## config.mk

```make
export PLATFORM = sky130hd
export DESIGN_NAME = switch_calc
export DESIGN_NICKNAME = d
export VERILOG_FILES = /design/src/rtl/switch_calc_pkg.sv /design/src/rtl/calc_btn_filter.sv /design/src/rtl/calc_operand_bank.sv /design/src/rtl/calc_led_select.sv /design/src/rtl/switch_calc.sv
export SDC_FILE = /design/constraint.sdc
export NUM_CORES = 1
export LEC_CHECK = 0
export BUFFER_PORTS_ARGS = -buffer_cell sky130_fd_sc_hd__buf_2
export CELL_PAD_IN_SITES_DETAIL_PLACEMENT = 1
export CELL_PAD_IN_SITES_GLOBAL_PLACEMENT = 2
export CORE_UTILIZATION = 43
export DETAILED_ROUTE_END_ITERATION = 16
export GPL_TIMING_DRIVEN = 0
export MAX_ROUTING_LAYER = met4
export PLACE_DENSITY = 0.84
export SLEW_MARGIN = 20
export SYNTH_ARGS = -nofsm -noshare
export SYNTH_HDL_FRONTEND = slang
export SYNTH_HIERARCHICAL = 1
export SYNTH_SLANG_ARGS = --single-unit
export TNS_END_PERCENT = 1
```

## constraint.sdc

```tcl
create_clock -name clk -period 9.3 [get_ports clk]
set_input_delay 1.86 -clock clk [delete_from_list [all_inputs] [get_ports clk]]
set_output_delay 1.86 -clock clk [all_outputs]
set_load 0.005 [all_outputs]
```

## src/rtl/switch_calc_pkg.sv

```systemverilog
package switch_calc_pkg;

    localparam int unsigned BTN_NUM = 5;
    localparam int unsigned BI_STORE_A = 0;
    localparam int unsigned BI_STORE_B = 1;
    localparam int unsigned BI_SHOW_A  = 2;
    localparam int unsigned BI_SHOW_B  = 3;
    localparam int unsigned BI_SHOW_P  = 4;

    typedef enum logic [1:0] {
        VIEW_SW   = 2'd0,
        VIEW_B    = 2'd1,
        VIEW_A    = 2'd2,
        VIEW_PROD = 2'd3
    } view_e;

endpackage

```

## src/rtl/calc_btn_filter.sv

```systemverilog
module calc_btn_filter #(
    parameter int unsigned DEB_CYC = 1000000
) (
    input  logic clk,
    input  logic rst,
    input  logic btn_raw,
    output logic level,
    output logic rise
);
    localparam int unsigned CNT_W = $clog2(DEB_CYC + 1);
    localparam logic [CNT_W-1:0] CNT_LAST = CNT_W'(DEB_CYC - 1);

    typedef struct packed {
        logic             s1;
        logic             s2;
        logic             lvl;
        logic             rise;
        logic [CNT_W-1:0] cnt;
    } filt_t;

    filt_t st_d, st_q;

    always_comb begin
        st_d      = st_q;
        st_d.s1   = btn_raw;
        st_d.s2   = st_q.s1;
        st_d.rise = 1'b0;
        if (st_q.s2 == st_q.lvl) begin
            st_d.cnt = '0;
        end else if (st_q.cnt == CNT_LAST) begin
            st_d.cnt  = '0;
            st_d.lvl  = st_q.s2;
            st_d.rise = st_q.s2;
        end else begin
            st_d.cnt = st_q.cnt + 1'b1;
        end
        if (rst) begin
            st_d = '0;
        end
    end

    always_ff @(posedge clk) begin
        st_q <= st_d;
    end

    assign level = st_q.lvl;
    assign rise  = st_q.rise;

    AST_RISE_SINGLE: assert property (@(posedge clk) disable iff (rst)
        st_q.rise |=> !st_q.rise);

    AST_LEVEL_AFTER_FULL_COUNT: assert property (@(posedge clk) disable iff (rst)
        (st_q.s2 != st_q.lvl && st_q.cnt != CNT_LAST) |=> $stable(st_q.lvl));

endmodule

```

## src/rtl/calc_operand_bank.sv

```systemverilog
module calc_operand_bank #(
    parameter int unsigned SW_W = 8
) (
    input  logic              clk,
    input  logic              rst,
    input  logic [SW_W-1:0]   sw,
    input  logic              load_a,
    input  logic              load_b,
    output logic [SW_W-1:0]   opa,
    output logic [SW_W-1:0]   opb,
    output logic [2*SW_W-1:0] prod
);
    localparam int unsigned P_W = 2 * SW_W;

    typedef struct packed {
        logic [SW_W-1:0] a;
        logic [SW_W-1:0] b;
    } ops_t;

    ops_t ops_d, ops_q;

    always_comb begin
        ops_d = ops_q;
        if (load_a) begin
            ops_d.a = sw;
        end
        if (load_b) begin
            ops_d.b = sw;
        end
        if (rst) begin
            ops_d = '0;
        end
    end

    always_ff @(posedge clk) begin
        ops_q <= ops_d;
    end

    assign opa  = ops_q.a;
    assign opb  = ops_q.b;
    assign prod = P_W'(ops_q.a) * P_W'(ops_q.b);

    AST_A_LOAD: assert property (@(posedge clk) disable iff (rst)
        load_a |=> ops_q.a == $past(sw));

    AST_A_HOLD: assert property (@(posedge clk) disable iff (rst)
        !load_a |=> $stable(ops_q.a));

    AST_B_LOAD: assert property (@(posedge clk) disable iff (rst)
        load_b |=> ops_q.b == $past(sw));

    AST_B_HOLD: assert property (@(posedge clk) disable iff (rst)
        !load_b |=> $stable(ops_q.b));

endmodule

```

## src/rtl/calc_led_select.sv

```systemverilog
module calc_led_select
    import switch_calc_pkg::*;
#(
    parameter int unsigned SW_W = 8
) (
    input  logic              clk,
    input  logic              rst,
    input  logic [SW_W-1:0]   sw,
    input  logic [SW_W-1:0]   opa,
    input  logic [SW_W-1:0]   opb,
    input  logic [2*SW_W-1:0] prod,
    input  logic              show_a,
    input  logic              show_b,
    input  logic              show_p,
    output logic [2*SW_W-1:0] led
);
    localparam int unsigned LED_W = 2 * SW_W;

    typedef struct packed {
        logic [LED_W-1:0] led;
    } disp_t;

    disp_t dp_d, dp_q;
    view_e view;

    always_comb begin
        if (show_p) begin
            view = VIEW_PROD;
        end else if (show_a) begin
            view = VIEW_A;
        end else if (show_b) begin
            view = VIEW_B;
        end else begin
            view = VIEW_SW;
        end
    end

    always_comb begin
        dp_d = dp_q;
        unique case (view)
            VIEW_PROD: dp_d.led = prod;
            VIEW_A:    dp_d.led = LED_W'(opa);
            VIEW_B:    dp_d.led = LED_W'(opb);
            default:   dp_d.led = LED_W'(sw);
        endcase
        if (rst) begin
            dp_d = '0;
        end
    end

    always_ff @(posedge clk) begin
        dp_q <= dp_d;
    end

    assign led = dp_q.led;

    AST_IDLE_MIRROR: assert property (@(posedge clk) disable iff (rst)
        (!show_p && !show_a && !show_b) |=> led == LED_W'($past(sw)));

    AST_PROD_WINS: assert property (@(posedge clk) disable iff (rst)
        show_p |=> led == $past(prod));

    AST_A_OVER_B: assert property (@(posedge clk) disable iff (rst)
        (!show_p && show_a) |=> led == LED_W'($past(opa)));

endmodule

```

## src/rtl/switch_calc.sv

```systemverilog
module switch_calc
    import switch_calc_pkg::*;
#(
    parameter int unsigned SW_W    = 8,
    parameter int unsigned DEB_CYC = 1000000
) (
    input  logic              clk,
    input  logic              rst,
    input  logic [SW_W-1:0]   sw,
    input  logic              btn_store_a,
    input  logic              btn_store_b,
    input  logic              btn_show_a,
    input  logic              btn_show_b,
    input  logic              btn_show_prod,
    output logic [2*SW_W-1:0] led
);
    localparam int unsigned LED_W = 2 * SW_W;

    logic [BTN_NUM-1:0] raw;
    logic [BTN_NUM-1:0] lvl;
    logic [BTN_NUM-1:0] rise;
    logic [SW_W-1:0]    opa;
    logic [SW_W-1:0]    opb;
    logic [LED_W-1:0]   prod;

    assign raw[BI_STORE_A] = btn_store_a;
    assign raw[BI_STORE_B] = btn_store_b;
    assign raw[BI_SHOW_A]  = btn_show_a;
    assign raw[BI_SHOW_B]  = btn_show_b;
    assign raw[BI_SHOW_P]  = btn_show_prod;

    for (genvar g = 0; g < BTN_NUM; g++) begin : g_btn
        calc_btn_filter #(
            .DEB_CYC (DEB_CYC)
        ) u_filt (
            .clk     (clk),
            .rst     (rst),
            .btn_raw (raw[g]),
            .level   (lvl[g]),
            .rise    (rise[g])
        );
    end

    calc_operand_bank #(
        .SW_W (SW_W)
    ) u_ops (
        .clk    (clk),
        .rst    (rst),
        .sw     (sw),
        .load_a (rise[BI_STORE_A]),
        .load_b (rise[BI_STORE_B]),
        .opa    (opa),
        .opb    (opb),
        .prod   (prod)
    );

    calc_led_select #(
        .SW_W (SW_W)
    ) u_sel (
        .clk    (clk),
        .rst    (rst),
        .sw     (sw),
        .opa    (opa),
        .opb    (opb),
        .prod   (prod),
        .show_a (lvl[BI_SHOW_A]),
        .show_b (lvl[BI_SHOW_B]),
        .show_p (lvl[BI_SHOW_P]),
        .led    (led)
    );

endmodule

```

Word level (Yosys, flattened, before mapping)
Cells that the tools add are included.
{"block": "totals", "ram_bits": 0, "register_bits": 149, "rom_bits": 0, "output_inout_bits": 16, "latch_bits": 0, "wordCells": 67, "n_memories": 0}
{"block": "op_classes", "n_eq_ne": 13, "n_bitwise": 7, "mul": 1, "addsub": 5, "reduce_logical": 12, "shifts": 0, "n_lt_le_gt_ge": 0, "n_div": 0, "mux": 4}
{"op": "adder 20 x 1 -> 20 bit, second input constant", "count": 5}
{"op": "equality test 20 bit, second input constant", "count": 5}
{"op": "case mux 16 bit (3 select lines)", "count": 1}
{"op": "OR reduction 3 bit", "count": 7}
{"op": "multiplier 8 x 8 -> 16 bit", "count": 1}
{"op": "AND reduction 2 bit", "count": 5}
{"op": "inverter 1 bit", "count": 7}
{"op": "equality test 1 bit", "count": 5}
{"op": "equality test 2 bit, second input constant", "count": 2}
{"op": "2-to-1 mux 2 bit", "count": 2}
{"op": "equality test 2 x 1 -> 1 bit, second input constant", "count": 1}
{"op": "2-to-1 mux 1 bit", "count": 1}

Logic depth before layout (Yosys ltp)
Gate-level depths: netlist (run 1).
{"block": "depth", "ltp_word": 5, "ltp_mapped": 16, "ltp_nobuf": 16}

Modules after synthesis
The synthesis (run 1) kept the hierarchy.
{"mod": "calc_btn_filter", "seq_area_each_um2": 480.5, "n_inst": 5, "cells_per_inst": 123, "area_each_um2": 1079.8}
{"mod": "calc_operand_bank", "seq_area_each_um2": 320.3, "n_inst": 1, "cells_per_inst": 295, "area_each_um2": 2671.3}
{"mod": "calc_led_select", "seq_area_each_um2": 320.3, "n_inst": 1, "cells_per_inst": 64, "area_each_um2": 629.4}

Worst setup path before layout (run 1)
Ideal clock, no wire load.
{"block": "synth_timing", "kind": "reg-to-reg", "start": "register u_ops.ops_q, in the netlist u_ops/opa[3]", "end": "register u_sel.dp_q, in the netlist u_sel/led[11]", "synth_period_minus_slack_ns": 3.991, "path_slack_ns": 5.309, "stages_incl_launch_ff": 17, "path_buffers": 0, "arrival_time_ns": 3.876, "setup_ns": 0.115, "cell_sequence": "dfxtp_1 > and2_1 > fa_1 > inv_1 > fa_1 > inv_1 > fa_1 > inv_1 > fa_1 > inv_1 > ha_1 > a21o_1 > a21oi_1 > nand2_1 > a31oi_1 > xnor2_1 > and2_1"}
{"block": "synth_between", "elab_chain_cells": 2}
{"element": "start: declaration", "line_no": "calc_operand_bank.sv:20", "text": "ops_t ops_d, ops_q;"}
{"element": "start signal: assignment", "line_no": "calc_operand_bank.sv:36", "text": "ops_q <= ops_d;"}
{"element": "multiplier 8 x 8 -> 16 bit", "line_no": "calc_operand_bank.sv:41", "text": "assign prod = P_W'(ops_q.a) * P_W'(ops_q.b);"}
{"element": "named net prod[11]", "line_no": "switch_calc.sv:24", "text": "logic [LED_W-1:0] prod;"}
{"element": "case mux 16 bit (3 select lines)", "line_no": "calc_led_select.sv:40", "text": "unique case (view)"}
{"element": "end signal: assignment", "line_no": "calc_led_select.sv:52", "text": "dp_q <= dp_d;"}
{"element": "end: declaration", "line_no": "calc_led_select.sv:23", "text": "disp_t dp_d, dp_q;"}
The timed path passes the listed nets, and every way through them passes these cells.
A chain may end at the register's enable or synchronous reset.

Worst setup path in the final report (run 1)
{"block": "layout_timing", "start": "register u_ops.ops_q, in the netlist u_ops/opa[1]", "end": "register u_sel.dp_q, in the netlist u_sel/led[7]"}
The elaborated chain is that of the path after synthesis.

==> results of run 1 <==
## state kept, by name, summed over array words and instances, names as in the netlist
register            flops
u_ops/opa               8
g_btn.u_filt/st_q     110
u_sel/led              16
g_btn.u_filt/rise       2
g_btn.u_filt/level      5
u_ops/opb               8
## worst register-to-register path, stage by stage, from the launching register on
cell and delay [ns]:
dfxtp_1 0.54, nand2_1 0.15, fa_1 0.52, fa_1 0.55
inv_1 0.05, fa_1 0.53, inv_1 0.05, fa_1 0.52
inv_1 0.04, ha_1 0.35, xnor2_1 0.29, nor2_1 0.08
a2111oi_1 0.56
## final cells by class
type / count / area (um^2)
plain buffers: 17 / 82.6
multi-input cells: 721 / 5240
well taps: 265 / 332
flip-flops and latches: 149 / 2980
fillers: 2354 / 9830
clock buffers: 18 / 429
clock inverters: 14 / 165
repair buffers: 30 / 150
inverters: 81 / 318
diodes: 1 / 2.50
## metal layers
metal	GRT usage [%]	vias to the layer above	wire length, um
met3	4.07	14	484
met2	35.4	68	9660
li1	-	3416	-
met1	26.9	3316	9620
met5	-	-	0
met4	5.66	0	178
## per-stage QoR
step	worst slack [ns]	std cells
after floorplan	5.31	968
after global placement	4.95	1263
after detailed placement	4.93	1263
after CTS	4.86	1295
after global routing	4.66	1296
final	4.89	1296
## final timing paths
check | from | end | slack (ns) | cells past startpoint
worst max-delay path | u_ops/opa[1] | u_sel/led[7] | 4.89 | 12
worst min-delay path | g_btn[1].u_filt/st_q[23] | g_btn[1].u_filt/st_q[22] | 0.44 | 1
worst max register to register | u_ops/opa[1] | u_sel/led[7] | 4.89 | 12
worst min register to register | g_btn[1].u_filt/st_q[23] | g_btn[1].u_filt/st_q[22] | 0.44 | 1
## power by group through the flow
| stage | logic (W) | registers (W) | clock network, W |
|---|---|---|---|
| floorplan | 0.00000938 | 0.000659 | 0 |
| global route | 0.0000252 | 0.000645 | 0.000752 |
| CTS | 0.0000230 | 0.000644 | 0.000726 |
| detailed placement | 0.0000228 | 0.000659 | 0 |
| global placement | 0.0000225 | 0.000659 | 0 |
| finish | 0.0000226 | 0.000644 | 0.000703 |
==> run metrics, run 1 <==
gr usage total=21.5%; WL final=19.9 mm; synth warn=6; Fin Hold WS=0.437 ns; sequential fraction of design power=47.0%; area of placed instances=9100 um^2; crit-path leading delay family=adder cells; number of port buffers=30; Die H=144 um; CP Cell Sequence=nand2_1, fa_1, fa_1, inv_1, fa_1, inv_1, fa_1, inv_1, ha_1, xnor2_1, nor2_1, a2111oi_1; H-tree depth=4; P_int=0.00105 W; detailed-route via count=6814; share of cells above drive strength 1=10.8%; Logic pwr share=1.6%; critical path endpoint category=flop; Resized cells post-CTS=0; WS Path Type=flop to flop; period utilization=47.4%; Mapped Cells=968; worst slew pin tran=0.646 ns; Slew Viols, Final=0; area delta synth->final=12.5%; Power Total=0.00137 W; I/O Pins=31; Switching Share=23.0%; Skew-Pair Late Insertion Delay=0.42 ns; final setup TNS=0 ns; Crit-path slowest cell=a2111oi_1; Routed Antenna Nets=0; fin crit period=4.41 ns; Worst-path clk slew=0.06 ns; cell row count=51; wire per inst=15.4 um; vias in the first global route=6870; vias per cell=5.26; Max Cap Viol=0; drt first-iter violations=219; RSZ-0062 raised after global routing=no; hold_buf cts=0; initial antenna violation count=1; First-pass DRT Iterations=4; Hold WC Path Type=flop to flop; Post-Route Skew=0.00964 ns; CTS Buf Count=17; worst path required time=9.55 ns; CTS max path bufs=2; Avg Inst Size Synth=8.91 um^2; CTS sink cnt=149; Worst IR Drop VDD=112 uV; fmax=227 MHz; Core Area=19500 um^2; leading cell type in the layout, fill and taps excluded=dfxtp_1; pwr dens=141 nW/um^2; Worst Path Max Fanout=10; Clk pwr share=51.3%; grt ovf=0; Die Footprint=20600 um^2; post-layout util=49.7%; Final Hold Fails=0; CTS tree=built; first-pass GRT wire length=33.8 mm; Net Switching=0.000315 W; largest net degree at the start of global routing=33; Netlist Area Pre-Place=8620 um^2; DRC Markers=0; status=finished, final reports clean; crit-path max cell delay=0.56 ns; most used cell along the critical path=fa_1; final setup violation count=0; Initial Utilization=44.1%; Max-slew headroom=56.9%; die width=144 um; P_leak=3.56 nW; Critical Path AT=4.66 ns; commonest non-fill, non-tap cells in the layout=149 x dfxtp_1, 134 x nor2_1, 79 x inv_1, 72 x xnor2_1, 63 x nand2_1; Root Buffer=clkbuf_16; Buf/Inv on CP=3; Post-Layout Inst Area=9700 um^2; Routability Congestion=0.768; Synth Net Count=1060; DP HPWL=14.4 mm; CP Launch Type=flop; Post-CTS Setup Inserts=0; # nets final=1109
Note: power is estimated with default switching activity, not from simulation.
==> run 2, diff against run 1 <==
CORE_UTILIZATION = 36   (was 43)
PLACE_DENSITY = 0.75   (was 0.84)
clock period = 3.9 ns   (was 9.3 ns; I/O delays follow)
==> run metrics, run 2 (synthesis gave the netlist of run 1 again) <==
max reg flops=110; most used cell along the critical path=fa_1; Layout Cells excl Fill=1357; Final Hold Fails=0; Post-Route Skew=0.0114 ns; gr busiest metal=met2; leading cell type in the layout, fill and taps excluded=dfxtp_1; die width=157 um; Worst Path Max Fanout=6; Routability Congestion=0.774; Die H=157 um; CTS sink cnt=149; initial antenna violation count=0; register with the most flip-flops=g_btn.u_filt/st_q; largest net degree at the start of global routing=33; CP Cell Sequence=and2_1, fa_1, fa_1, fa_1, inv_1, fa_1, inv_1, ha_4, a211o_1, o22a_1, and3_4, a211oi_2, and2_1; Worst IR Drop VDD=248 uV; H-tree depth=4; worst path required time=4.26 ns; CP Launch Type=flop; area delta synth->final=15.5%; worst slew pin tran=0.699 ns; Core Area=23500 um^2; fin crit period=3.98 ns; area of placed instances=9180 um^2; cell row count=56; I/O Pins=31; CTS max path bufs=2; diode count=0; status=finished with violations; CTS Buf Count=17; fmax=251 MHz; GRT met3 Usage=3.24%; share of cells above drive strength 1=14.9%; Die Footprint=24600 um^2; Root Buffer=clkbuf_16; detailed-route via count=6710; crit-path leading delay family=adder cells; grt ovf=0; critical path endpoint category=flop; Post-Layout Inst Area=9950 um^2; Routed Antenna Nets=0; wire per inst=14.9 um; post-layout util=42.4%; # nets final=1118; Slew Viols, Final=0; first-pass GRT wire length=34.3 mm; WS Path Type=flop to flop; vias in the first global route=6820; Buf/Inv on CP=2; Initial Utilization=36.7%; WL final=20.2 mm; number of port buffers=30; final setup violation count=5; GR met2 Demand/Resource=29.1%; Max-slew headroom=53.4%; crit-path max cell delay=0.56 ns; Critical Path AT=4.34 ns; Worst-path clk slew=0.06 ns; First-pass DRT Iterations=4; Max Cap Viol=0; R2R setup slack=-0.08 ns; DP HPWL=14.5 mm; Crit-path slowest cell=fa_1; Hold WC Path Type=flop to flop; CTS tree=built; failing checks=negative setup slack; pwr dens=311 nW/um^2; RSZ-0062 raised after global routing=yes; period utilization=102%; P_leak=3.61 nW; drt first-iter violations=244; final setup margin=-0.0814 ns; DRC Markers=0; vias per cell=4.94; gr usage total=18.2%; met1 Use GR=23.9%; final setup TNS=-0.189 ns; commonest non-fill, non-tap cells in the layout=135 x dfxtp_1, 132 x nor2_1, 77 x inv_1, 70 x xnor2_1, 63 x nand2_1; Power Total=0.00310 W; Skew-Pair Late Insertion Delay=0.42 ns; placed cell count=1317
run 2: timing repair:
| item | CTS | global route |
|---|---|---|
| pin swaps | 11 | 4 |
| endpoints found under the setup margin | 11 | 11 |
| endpoints found under the hold margin | 0 | 0 |
| hold buffers | 0 | 0 |
| resized for setup | 44 | 8 |
| cloned | 0 | 0 |
| buffers inserted | 9 | 0 |
run 2: worst register-to-register path, cell delays in order, from the launching register on:
cell      delay [ns]
dfxtp_4         0.37
and2_1          0.18
fa_1            0.56
fa_1            0.44
fa_1            0.54
inv_1           0.05
fa_1            0.52
inv_1           0.07
ha_4            0.24
a211o_1         0.29
o22a_1          0.20
and3_4          0.18
a211oi_2        0.13
and2_1          0.15
run 2: metal layers:
metal  up-vias  share of wire, %
met5         -                 0
met4         0              0.79
met3         9               2.1
met2        54                47
met1      3234                50
li1       3413                 -
run 2: area by class of cell:
cell class                      count  area, um^2
Multi-Input combinational cell    721        5370
Sequential cell                   149        3030
Inverter                           81         318
Clock buffer                       21         460
Timing Repair Buffer               39         228
Clock inverter                     10        71.3
Buffer                             17        82.6
Tap cell                          319         399
Fill cell                        2718       13500
run 2: final timing paths:
path,depth (start not counted),start,endpoint
setup / recovery,13,u_ops/opa[2],u_sel/led[15]
hold / removal,1,g_btn[0].u_filt/st_q[23],g_btn[0].u_filt/st_q[22]
setup reg to reg,13,u_ops/opa[2],u_sel/led[15]
hold reg to reg,1,g_btn[0].u_filt/st_q[23],g_btn[0].u_filt/st_q[22]
run 2: report_power, final:
| part | internal (W) | switching (W) | total, W |
|---|---|---|---|
| clock | 0.000849 | 0.000665 | 0.00151 |
| sequential | 0.00152 | 0.00000451 | 0.00153 |
| combinational | 0.0000203 | 0.0000348 | 0.0000551 |
| total | 0.00239 | 0.000704 | 0.00310 |
run 2: through the flow:
step                      hold WS, ns  setup WS, ns
after floorplan                 0.414       -0.0487
after global placement          0.416        -0.406
after detailed placement        0.424        -0.446
after CTS                       0.439        -0.111
after global routing            0.463        -0.245
final                           0.434       -0.0814
==> run 3, diff against run 2 <==
PLACE_DENSITY = default   (was 0.75)
PLACE_DENSITY_LB_ADDON = 0.1   (was default)
==> run metrics, run 3 (synthesis gave the netlist of run 1 again) <==
crit-path max cell delay=0.52 ns; Critical Path AT=4.23 ns; first-pass GRT wire length=35.1 mm; Routability Congestion=0.756; max reg flops=110; Hold WC Path Type=flop to flop; worst path required time=4.17 ns; WL final=20.7 mm; H-tree depth=4; Die Footprint=24600 um^2; Buf/Inv on CP=3; period utilization=102%; area of placed instances=9180 um^2; initial antenna violation count=0; Post-Route Skew=0.0124 ns; Max Cap Viol=0; share of cells above drive strength 1=16.1%; CTS tree=built; placed cell count=1317; cell row count=56; crit-path leading delay family=adder cells; CP Cell Sequence=buf_4, and2_1, fa_1, fa_1, ha_1, inv_1, fa_1, inv_1, ha_1, nor2b_1, nor2_1, xnor2_2, nor2_1, a2111oi_1; final setup TNS=-0.172 ns; fin crit period=3.96 ns; P_int=0.00256 W; most used cell along the critical path=fa_1; hold_buf cts=0; CTS sink cnt=149; Worst-path clk slew=0.06 ns; P_leak=3.70 nW; wire per inst=15.1 um; area delta synth->final=17.4%; final setup margin=-0.0592 ns; critical path endpoint category=flop; filler instances=2722; sequential fraction of design power=46.3%; status=finished with violations; Worst IR Drop VDD=192 uV; gr usage total=18.6%; Core Area=23500 um^2; CP Launch Type=flop; Final Hold Fails=0; Max-slew headroom=53.1%; largest net degree at the start of global routing=33; vias in the first global route=6989; fmax=253 MHz; RSZ-0062 raised after global routing=yes; diode count=0; vias per cell=5.00; Routed Antenna Nets=0; reg2reg start=u_ops/opa[1]; Clk pwr share=52.1%; final setup violation count=5; Net Switching=0.000741 W; commonest non-fill, non-tap cells in the layout=135 x dfxtp_1, 132 x nor2_1, 77 x inv_1, 70 x xnor2_1, 62 x nand2_1; I/O Pins=31; drt first-iter violations=300; # nets final=1130; die width=157 um; Switching Share=22.4%; Slew Viols, Final=0; number of port buffers=30; Root Buffer=clkbuf_16; CTS Buf Count=17; register with the most flip-flops=g_btn.u_filt/st_q; Worst Path Max Fanout=5; Skew-Pair Late Insertion Delay=0.42 ns; worst slew pin tran=0.703 ns; pre-CTS setup slack=-0.500 ns; pwr dens=326 nW/um^2; failing checks=negative setup slack; Layout Cells excl Fill=1370; Post-Layout Inst Area=10100 um^2; Die H=157 um; detailed-route via count=6846; Logic pwr share=1.6%; Hold Startpoint=g_btn[2].u_filt/st_q[23]; CTS max path bufs=2; grt ovf=0; DRC Markers=0; leading cell type in the layout, fill and taps excluded=dfxtp_1; Initial Utilization=36.7%; WS Path Type=flop to flop; Setup crit start=u_ops/opa[1]; Crit-path slowest cell=fa_1; DP HPWL=14.7 mm; First-pass DRT Iterations=4
run 3: changes by cell type in the layout (fill, tap and decap cells not counted), sizes merged:
| cell | before | now |
|---|---|---|
| clkinvlp | 1 | 2 |
| clkbuf | 28 | 26 |
| buf | 49 | 61 |
| clkinv | 5 | 4 |
| bufinv | 1 | 4 |
run 3: layer usage:
layer / GRT usage, % / vias to the layer above / share of wire [%]
li1: - / 3453 / -
met1: 24.6 / 3322 / 50
met2: 29.3 / 62 / 46
met3: 3.30 / 9 / 2.8
met4: 4.20 / 0 / 0.86
met5: - / - / 0
run 3: worst paths after layout:
| check | endpoint | slack [ns] | cells after the start |
|---|---|---|---|
| worst max-delay path | u_sel/led[6] | -0.06 | 14 |
| worst min-delay path | g_btn[2].u_filt/st_q[22] | 0.44 | 1 |
| worst max register to register | u_sel/led[6] | -0.06 | 14 |
| worst min register to register | g_btn[2].u_filt/st_q[22] | 0.44 | 1 |
run 3: cell type report:
class	count	area, um^2	share of cell area, %
flip-flops and latches	149	3030	30.0
clock inverters	13	171	1.69
plain buffers	17	82.6	0.816
multi-input cells	721	5380	53.1
repair buffers	51	308	3.04
clock buffers	19	433	4.28
well taps	319	399	3.94
inverters	81	318	3.14
run 3: stage by stage:
step	hold WS [ns]	total power (W)	utilization [%]
finish	0.437	0.00330	43.1
global route	0.466	0.00343	43.1
CTS	0.443	0.00336	43.0
detailed placement	0.428	0.00163	39.1
global placement	0.417	0.00163	39.1
floorplan	0.414	0.00159	-
run 3: power by group through the flow:
stage / registers, W / clock network (W) / logic [W]
finish: 0.00153 / 0.00172 / 0.0000543
global route: 0.00153 / 0.00184 / 0.0000611
global placement: 0.00157 / 0 / 0.0000544
floorplan: 0.00157 / 0 / 0.0000224
detailed placement: 0.00157 / 0 / 0.0000547
CTS: 0.00153 / 0.00177 / 0.0000562
run 3: worst register-to-register path, cell delays in order, from the launching register on:
cell and delay, ns:
dfxtp_4 0.36, buf_4 0.14, and2_1 0.16, fa_1 0.42
fa_1 0.49, ha_1 0.29, inv_1 0.05, fa_1 0.52
inv_1 0.04, ha_1 0.33, nor2b_1 0.16, nor2_1 0.18
xnor2_2 0.16, nor2_1 0.07, a2111oi_1 0.44
run 3: what timing repair did:
item,CTS,global route
endpoints found under the setup margin,10,10
endpoints found under the hold margin,0,0
setup buffers,21,0
gates resized for setup,50,6
pin swaps,16,2
